`config.mk`:
```
export PLATFORM = sky130hd
export DESIGN_NAME = bitclk_gen
export DESIGN_NICKNAME = d
export VERILOG_FILES = /design/src/rtl/bitclk_pkg.sv /design/src/rtl/bitclk_src.sv /design/src/rtl/bitclk_cdiv.sv /design/src/rtl/bitclk_ovs.sv /design/src/rtl/bitclk_gen.sv
export SDC_FILE = /design/constraint.sdc
export NUM_CORES = 1
export LEC_CHECK = 0
export ABC_AREA = 1
export ABC_CLOCK_PERIOD_IN_PS = 2900
export BUFFER_PORTS_ARGS = -buffer_cell sky130_fd_sc_hd__buf_2
export CORE_MARGIN = 3
export CORE_UTILIZATION = 57
export CTS_CLUSTER_SIZE = 25
export DETAILED_ROUTE_END_ITERATION = 16
export PLACE_DENSITY = 0.8
export SYNTH_ARGS = -nofsm -noshare
export SYNTH_HDL_FRONTEND = slang
export SYNTH_SLANG_ARGS = --single-unit
```
`constraint.sdc`:
```
create_clock -name clk -period 2.9 [get_ports clk]
set_clock_uncertainty 0.2 [all_clocks]
set_input_delay 0.145 -clock clk [delete_from_list [all_inputs] [get_ports clk]]
set_output_delay 0.145 -clock clk [all_outputs]
set_load 0.02 [all_outputs]
```
`src/rtl/bitclk_pkg.sv`:
```
package bitclk_pkg;
  typedef enum logic [1:0] {
    SRC_CORE = 2'd0,
    SRC_PRE  = 2'd1,
    SRC_RSVD = 2'd2,
    SRC_EXT  = 2'd3
  } src_sel_e;

  localparam int unsigned OVS_FAST = 8;
  localparam int unsigned OVS_SLOW = 16;
endpackage

```
`src/rtl/bitclk_src.sv`:
```
module bitclk_src
  import bitclk_pkg::*;
#(
  parameter int unsigned PRE_DIV     = 8,
  parameter int unsigned SYNC_STAGES = 2
) (
  input  logic     clk,
  input  logic     rst,
  input  logic     restart,
  input  logic     ext_in,
  input  src_sel_e src,
  output logic     src_en
);
  localparam int unsigned PRE_W = (PRE_DIV > 1) ? $clog2(PRE_DIV) : 1;
  localparam logic [PRE_W-1:0] PRE_LAST = PRE_W'(PRE_DIV - 1);

  logic [PRE_W-1:0] pre_cnt;
  logic             pre_en;
  logic [SYNC_STAGES-1:0] sync_sh;
  logic             ext_prev;
  logic             ext_rise;

  // fixed pre-divider, realigned on restart
  always_ff @(posedge clk) begin
    if (rst || restart) begin
      pre_cnt <= '0;
    end else if (pre_cnt == PRE_LAST) begin
      pre_cnt <= '0;
    end else begin
      pre_cnt <= pre_cnt + 1'b1;
    end
  end
  assign pre_en = (pre_cnt == PRE_LAST);

  // synchronizer chain for the external pin
  generate
    if (SYNC_STAGES > 1) begin : g_chain
      always_ff @(posedge clk) begin
        if (rst) sync_sh <= '0;
        else     sync_sh <= {sync_sh[SYNC_STAGES-2:0], ext_in};
      end
    end else begin : g_single
      always_ff @(posedge clk) begin
        if (rst) sync_sh <= '0;
        else     sync_sh <= ext_in;
      end
    end
  endgenerate

  always_ff @(posedge clk) begin
    if (rst) ext_prev <= 1'b0;
    else     ext_prev <= sync_sh[SYNC_STAGES-1];
  end
  assign ext_rise = sync_sh[SYNC_STAGES-1] & ~ext_prev;

  always_comb begin
    unique case (src)
      SRC_PRE: src_en = pre_en;
      SRC_EXT: src_en = ext_rise;
      default: src_en = 1'b1;  // core clock, reserved code aliases it
    endcase
  end
endmodule

```
`src/rtl/bitclk_cdiv.sv`:
```
module bitclk_cdiv #(
  parameter int unsigned CD_W = 16
) (
  input  logic            clk,
  input  logic            rst,
  input  logic            restart,
  input  logic            src_en,
  input  logic [CD_W-1:0] cd,
  output logic            samp_pulse
);
  logic [CD_W-1:0] cnt;
  logic [CD_W-1:0] cd_last;
  logic            off;
  logic            at_end;

  assign off     = (cd == '0);
  assign cd_last = cd - {{(CD_W-1){1'b0}}, 1'b1};
  assign at_end  = (cnt == cd_last);

  always_ff @(posedge clk) begin
    if (rst || restart || off) begin
      cnt <= '0;
    end else if (src_en) begin
      cnt <= at_end ? '0 : cnt + 1'b1;
    end
  end

  assign samp_pulse = src_en && !off && at_end && !restart;
endmodule

```
`src/rtl/bitclk_ovs.sv`:
```
module bitclk_ovs #(
  parameter int unsigned RATIO_HI = 16,
  parameter int unsigned RATIO_LO = 8
) (
  input  logic clk,
  input  logic rst,
  input  logic restart,
  input  logic samp_pulse,
  input  logic over,
  input  logic sync,
  output logic baud_pulse
);
  localparam int unsigned OW = $clog2(RATIO_HI);
  localparam logic [OW-1:0] LAST_HI = OW'(RATIO_HI - 1);
  localparam logic [OW-1:0] LAST_LO = OW'(RATIO_LO - 1);

  logic [OW-1:0] cnt;
  logic [OW-1:0] last;

  assign last = over ? LAST_LO : LAST_HI;

  always_ff @(posedge clk) begin
    if (rst || restart || sync) begin
      cnt <= '0;
    end else if (samp_pulse) begin
      cnt <= (cnt == last) ? '0 : cnt + 1'b1;
    end
  end

  assign baud_pulse = sync ? samp_pulse : (samp_pulse && (cnt == last));
endmodule

```
`src/rtl/bitclk_gen.sv`:
```
module bitclk_gen
  import bitclk_pkg::*;
#(
  parameter int unsigned CD_W        = 16,
  parameter int unsigned PRE_DIV     = 8,
  parameter int unsigned SYNC_STAGES = 2
) (
  input  logic            clk,
  input  logic            rst,
  input  logic [CD_W-1:0] cfg_cd,
  input  logic [1:0]      cfg_src,
  input  logic            cfg_over,
  input  logic            cfg_sync,
  input  logic            ext_clk,
  output logic            samp_tick,
  output logic            baud_tick,
  output logic [CD_W-1:0] cd_q,
  output logic [1:0]      src_q,
  output logic            over_q,
  output logic            sync_q
);
  logic restart;
  logic src_en;
  logic samp_pulse;
  logic baud_pulse;
  logic cfg_moved;

  assign cfg_moved = (cfg_cd != cd_q) || (cfg_src != src_q) ||
                     (cfg_over != over_q) || (cfg_sync != sync_q);

  always_ff @(posedge clk) begin
    if (rst) begin
      cd_q    <= '0;
      src_q   <= '0;
      over_q  <= 1'b0;
      sync_q  <= 1'b0;
      restart <= 1'b0;
    end else begin
      cd_q    <= cfg_cd;
      src_q   <= cfg_src;
      over_q  <= cfg_over;
      sync_q  <= cfg_sync;
      restart <= cfg_moved;
    end
  end

  bitclk_src #(
    .PRE_DIV    (PRE_DIV),
    .SYNC_STAGES(SYNC_STAGES)
  ) u_src (
    .clk    (clk),
    .rst    (rst),
    .restart(restart),
    .ext_in (ext_clk),
    .src    (src_sel_e'(src_q)),
    .src_en (src_en)
  );

  bitclk_cdiv #(
    .CD_W(CD_W)
  ) u_cdiv (
    .clk       (clk),
    .rst       (rst),
    .restart   (restart),
    .src_en    (src_en),
    .cd        (cd_q),
    .samp_pulse(samp_pulse)
  );

  bitclk_ovs #(
    .RATIO_HI(OVS_SLOW),
    .RATIO_LO(OVS_FAST)
  ) u_ovs (
    .clk       (clk),
    .rst       (rst),
    .restart   (restart),
    .samp_pulse(samp_pulse),
    .over      (over_q),
    .sync      (sync_q),
    .baud_pulse(baud_pulse)
  );

  always_ff @(posedge clk) begin
    if (rst) begin
      samp_tick <= 1'b0;
      baud_tick <= 1'b0;
    end else begin
      samp_tick <= samp_pulse;
      baud_tick <= baud_pulse;
    end
  end
endmodule

```
After elaboration in Yosys (flattened, before gate mapping). Index checks and enable logic that the tools add are counted.

Bits of input ports: 23. Logic and storage cells: 46. Register bits after elaboration: 49. Output and inout port bits: 22.

Bitwise operators: 2. Reductions and logical operators: 14. Multiplexer cells: 5. Equality and inequality tests: 9. $add $sub $neg: 4.

Operators with widths (count): adder 16 x 1 -> 16 bit, second input constant (1); == test 16 bit (1); zero test 16 bit (1); 2-to-1 mux 16 bit (1); inequality test 16 bit (1); subtractor 16 x 1 -> 16 bit, second input constant (1); 2-to-1 mux 4 bit (2); logical OR 1 bit (6); adder 4 x 1 -> 4 bit, second input constant (1); == test 4 bit (1); logical AND 1 bit (4); adder 3 x 1 -> 3 bit, second input constant (1); == test 3 bit, second input constant (1); == test 2 x 1 -> 1 bit, second input constant (1); == test 2 bit, second input constant (1); zero test 1 bit (2); inequality test 1 bit (2); inequality test 2 bit (1); one-hot mux 1 bit (2 select lines) (1); OR reduction 2 bit (1); AND 1 bit (1); 2-to-1 mux 1 bit (1); NOT 1 bit (1).

Longest topological paths before layout.
Depth after elaboration: 8. Depth in mapped cells: 18.

Cells and area by module. Synthesis repeated with hierarchy kept, for this count alone.

Cells, all modules: 474. Area, all modules: 3042.9 um^2.

Modules (own cells, without submodules): bitclk_cdiv (instances 1, area each 1662.8 um^2, cells each 277, seq. area each 320.3 um^2); bitclk_gen (instances 1, area each 939.7 um^2, cells each 135, seq. area each 460.4 um^2); bitclk_ovs (instances 1, area each 221.5 um^2, cells each 35, seq. area each 80.1 um^2); bitclk_src (instances 1, area each 219.0 um^2, cells each 27, seq. area each 120.1 um^2).

Worst setup path before layout. OpenSTA, ideal clock, no wires.

Path type: register -> register. Start point: reg cd_q[0]. End point: reg u_cdiv.cnt[12]. Library setup time: 0.130 ns. Cell stages (with the launch flop): 15. Data arrival time: 1.962 ns. Period minus slack after synthesis: 2.292 ns. Setup slack: 0.608 ns. Required time: 2.570 ns. Path buffers: 1. Path through: dfxtp_1 > inv_1 > ha_1 > xnor2_1 > nor2_1 > nand3_1 > nor2_1 > nand3_1 > nor2_1 > nand2_1 > nor2_4 > nand2_2 > nand2_4 > buf_6 > nor3_2.

Longest elaborated chain between the ends: 3. Elaborated cells between the ends (all ways): 5. Those cells by class: 1 x add/sub; 1 x eq/ne; 1 x mux; 2 x reduce/logical.

Ends and longest elaborated chain: start, declared (line bitclk_gen.sv:17) `output logic [CD_W-1:0] cd_q,`; start signal, assigned (line bitclk_gen.sv:39) `cd_q <= cfg_cd;`; subtractor 16 x 1 -> 16 bit (line bitclk_cdiv.sv:17) `assign cd_last = cd - {{(CD_W-1){1'b0}}, 1'b1};`; == test 16 bit (line bitclk_cdiv.sv:18) `assign at_end = (cnt == cd_last);`; 2-to-1 mux 16 bit (line bitclk_cdiv.sv:24) `cnt <= at_end ? '0 : cnt + 1'b1;`; end signal, assigned (line bitclk_cdiv.sv:24); end, declared (line bitclk_cdiv.sv:11) `logic [CD_W-1:0] cnt;`.

Several ways; a longest one is shown, not always the timed one. A chain may end at the register's enable or synchronous reset.

Final worst setup path.
Start point: reg cd_q[0]. End point: reg u_cdiv.cnt[13].

The elaborated chain is that of the path after synthesis.

==> impl_metrics.py <==
metrics = {
    "die": {
        "core_sq_um": 4817,
        "die_y_um": 77.32,
        "fp.dieW_um": 77.32,
        "rows": 25,
        "die-area_sq_um": 5978,
        "initial_utilization_pct": 60.18,
        "ios": 45,
    },
    "synth": {
        "synth-edff-count": 0,
        "syn_area_per_cell_sq_um": 6.805,
        "ys_seq_area_share_pct": 33.84,
        "async_flop_share_pct": 0,
        "synthCells": 426,
        "synthFlopType": "dfxtp_1",
        "syn_nets": 454,
        "synth_cell_types": 34,
        "yosysWarnings": 0,
        "synth.ff_latch_count": 49,
        "post_synth_instance_area_sq_um": 2899,
    },
    "cts": {
        "cts_hold_buffers": 21,
        "clk_pin_slew_ps": 90,
        "postCtsSetupRepairBufs": 0,
        "cts_resized": 0,
        "root_buffer": "clkbuf_8",
        "cts_sinks": 49,
        "tritoncts": "done",
        "clock_path_buffers": 2,
        "cts_buffers": 5,
        "cts.htree.levels": 2,
        "clk-insertion-delay-late_ps": 310,
    },
    "global_routing": {
        "track_usage_pct": 24.40,
        "antenna_found_initial": 0,
        "grt_pass1_vias": 2727,
        "grt_max_degree": 27,
        "grt-ovfl-total": 0,
        "grt_pass1_wl_um": 11720,
    },
    "place": {
        "placed_cells": 527,
        "place_area_sq_um": 3146,
        "gp_congestion": 0.8839,
        "pre_cts_ws_ps": 440.3,
        "dp_hpwl_um": 5103,
        "numPortBuffers": 44,
    },
    "setup_path": {
        "critical_path_class": "reg -> reg",
        "path_cells": "inv_1 -> ha_1 -> xnor2_1 -> nor2_1 -> nand3_1 -> nor2_1 -> nand3_1 -> nor2_1 -> nand2_1 -> nor2_4 -> nand2_2 -> nand2_4 -> inv_1 -> nand3_1 -> inv_1",
        "cp-end-kind": "flop",
        "cp-start-kind": "flop",
        "worst_ep_required_time_ps": 2920,
        "cp_num_buf_inv": 3,
        "max_stage_delay_ps": 410,
        "worstPathArrival_ps": 2490,
        "r2r_cells": 15,
        "path_max_fanout": 14,
        "r2r_start": "cd_q[0]",
        "cp_top_family": "simple AND/OR/NAND/NOR gates",
        "crit_slowest_cell": "dfxtp_1",
        "r2r_slack_ps": 430,
        "worst_r2r_endpoint": "u_cdiv.cnt[13]",
    },
    "timing": {
        "final_hold_viol_count": 0,
        "fin_ws_ps": 425.5,
        "drv_slew": 0,
        "slew_headroom_pct": 69.79,
        "max_freq_mhz": 404.1,
        "rsz0062_at_grt": "false",
        "fin_setup_tns_ps": 0,
        "setup_viol": 0,
        "worst_slew_pin_slew_ps": 453.1,
        "min_period_ps": 2474,
        "whs_ps": 60.57,
        "fin_crit_sh_pct": 85.33,
    },
    "final_layout": {
        "nNetsFinal": 516,
        "multiInputGateArea_sq_um": 1602,
        "drive_gt1_share_pct": 13.91,
        "fillers": 395,
        "final_area_sq_um": 3472,
        "area_growth_pct": 19.77,
        "fin_util_pct": 72.08,
        "seqCellArea_sq_um": 980.9,
        "final_cells": 556,
        "antenna_cells": 0,
    },
    "worst_hold_path": {
        "hold_end": "cd_q[6]",
        "hold_start": "rst",
        "min_path_cells": 2,
        "hp-class": "in -> reg",
    },
    "drt": {
        "vias": 2825,
        "routedWlPerCell_um": 12.42,
        "drc_errors": 0,
        "detail_route.wirelength_um": 6906,
        "drt_iter0_markers": 180,
        "antenna_left": 0,
        "viasPerCell": 5.081,
        "dr.pass1.iters": 4,
    },
    "power": {
        "power.total_mw": 1.484,
        "leakagePower_nw": 1.691,
        "power_density_nw_per_um2": 427.5,
        "ir_worst_vdd_mv": 0.2830,
    },
    "status": {
        "status": "complete, no violations",
    },
    "run": {
        "cap_violations": 0,
    },
}
cells in the mapped netlist, drive strengths merged, types with 5 or more instances:
master	count	area, sq um
inv	67	251.5
ha	5	62.56
a21oi	8	40.04
dfxtp	49	980.9
xnor2	15	131.4
clkbuf	6	25.02
nor3	8	45.04
buf	5	40.04
nor2	83	349.1
nand3	31	155.2
nand4	13	81.33
xor2	23	201.4
nand2	91	356.6
sequential cells by signal, summed over array words and instances, names as in the netlist, 2 cells and up:
| signal | cells |
|---|---|
| cd_q | 16 |
| src_q | 2 |
| u_cdiv.cnt | 16 |
| u_ovs.cnt | 4 |
| u_src.pre_cnt | 3 |
| u_src.sync_sh | 2 |
layer usage:
metal  track usage, %  part of all wire [%]  vias up
li1                 -                     -     1454
met2            46.20                    51       91
met5                0                     0        -
met3            4.225                   5.1       21
met4            11.03                   3.3        0
met1            25.94                    41     1259
cell type report:
cell class                 instances  area share [%]
multi-input combinational        299           46.13
sequential                        49           28.25
timing repair buffer              66           12.61
inverter                          67           7.243
clock buffer                       7           2.486
tap                               67           2.414
clock inverter                     1          0.8649
cell families (layout without fill, tap and decap cells):
logic type	count (synthesis)	in the layout	share of synthesized area, %
flip-flops	49	49	33.84
adder cells (fa/ha/maj)	5	5	2.158
buffers and inverters	78	141	10.92
AND/OR/NAND/NOR	237	237	36.99
AO/OA/AOI/OAI	18	18	3.841
XOR/XNOR	39	39	12.26
how the worst max path moves through the flow:
stage	start	depth (start not counted)	endpoint
after floorplan	cd_q[0]	14	u_cdiv.cnt[12]
after global placement	cd_q[0]	15	u_cdiv.cnt[13]
after detailed placement	cd_q[0]	15	u_cdiv.cnt[13]
after CTS	cd_q[0]	15	u_cdiv.cnt[13]
after global routing	cd_q[0]	17	u_cdiv.cnt[13]
final	cd_q[0]	15	u_cdiv.cnt[13]
power by group:
group | switching, mW | internal (mW)
logic | 0.149 | 0.106
clock network | 0.225 | 0.281
registers | 0.0296 | 0.692
total | 0.404 | 1.08
cell usage in the layout (no fill, tap or decap), types with 7 or more instances in the layout:
| cell type | netlist | layout |
|---|---|---|
| inv_1 | 67 | 67 |
| dlygate4sd3_1 | 0 | 21 |
| nand4_1 | 13 | 13 |
| buf_2 | 2 | 44 |
| nand3_1 | 31 | 31 |
| dfxtp_1 | 49 | 49 |
| a21oi_1 | 8 | 8 |
| xnor2_1 | 15 | 15 |
| nor2_1 | 74 | 74 |
| nor3_1 | 7 | 7 |
| xor2_1 | 23 | 23 |
| nand2_1 | 87 | 87 |
No activity file was read; power rests on OpenSTA's default activity.
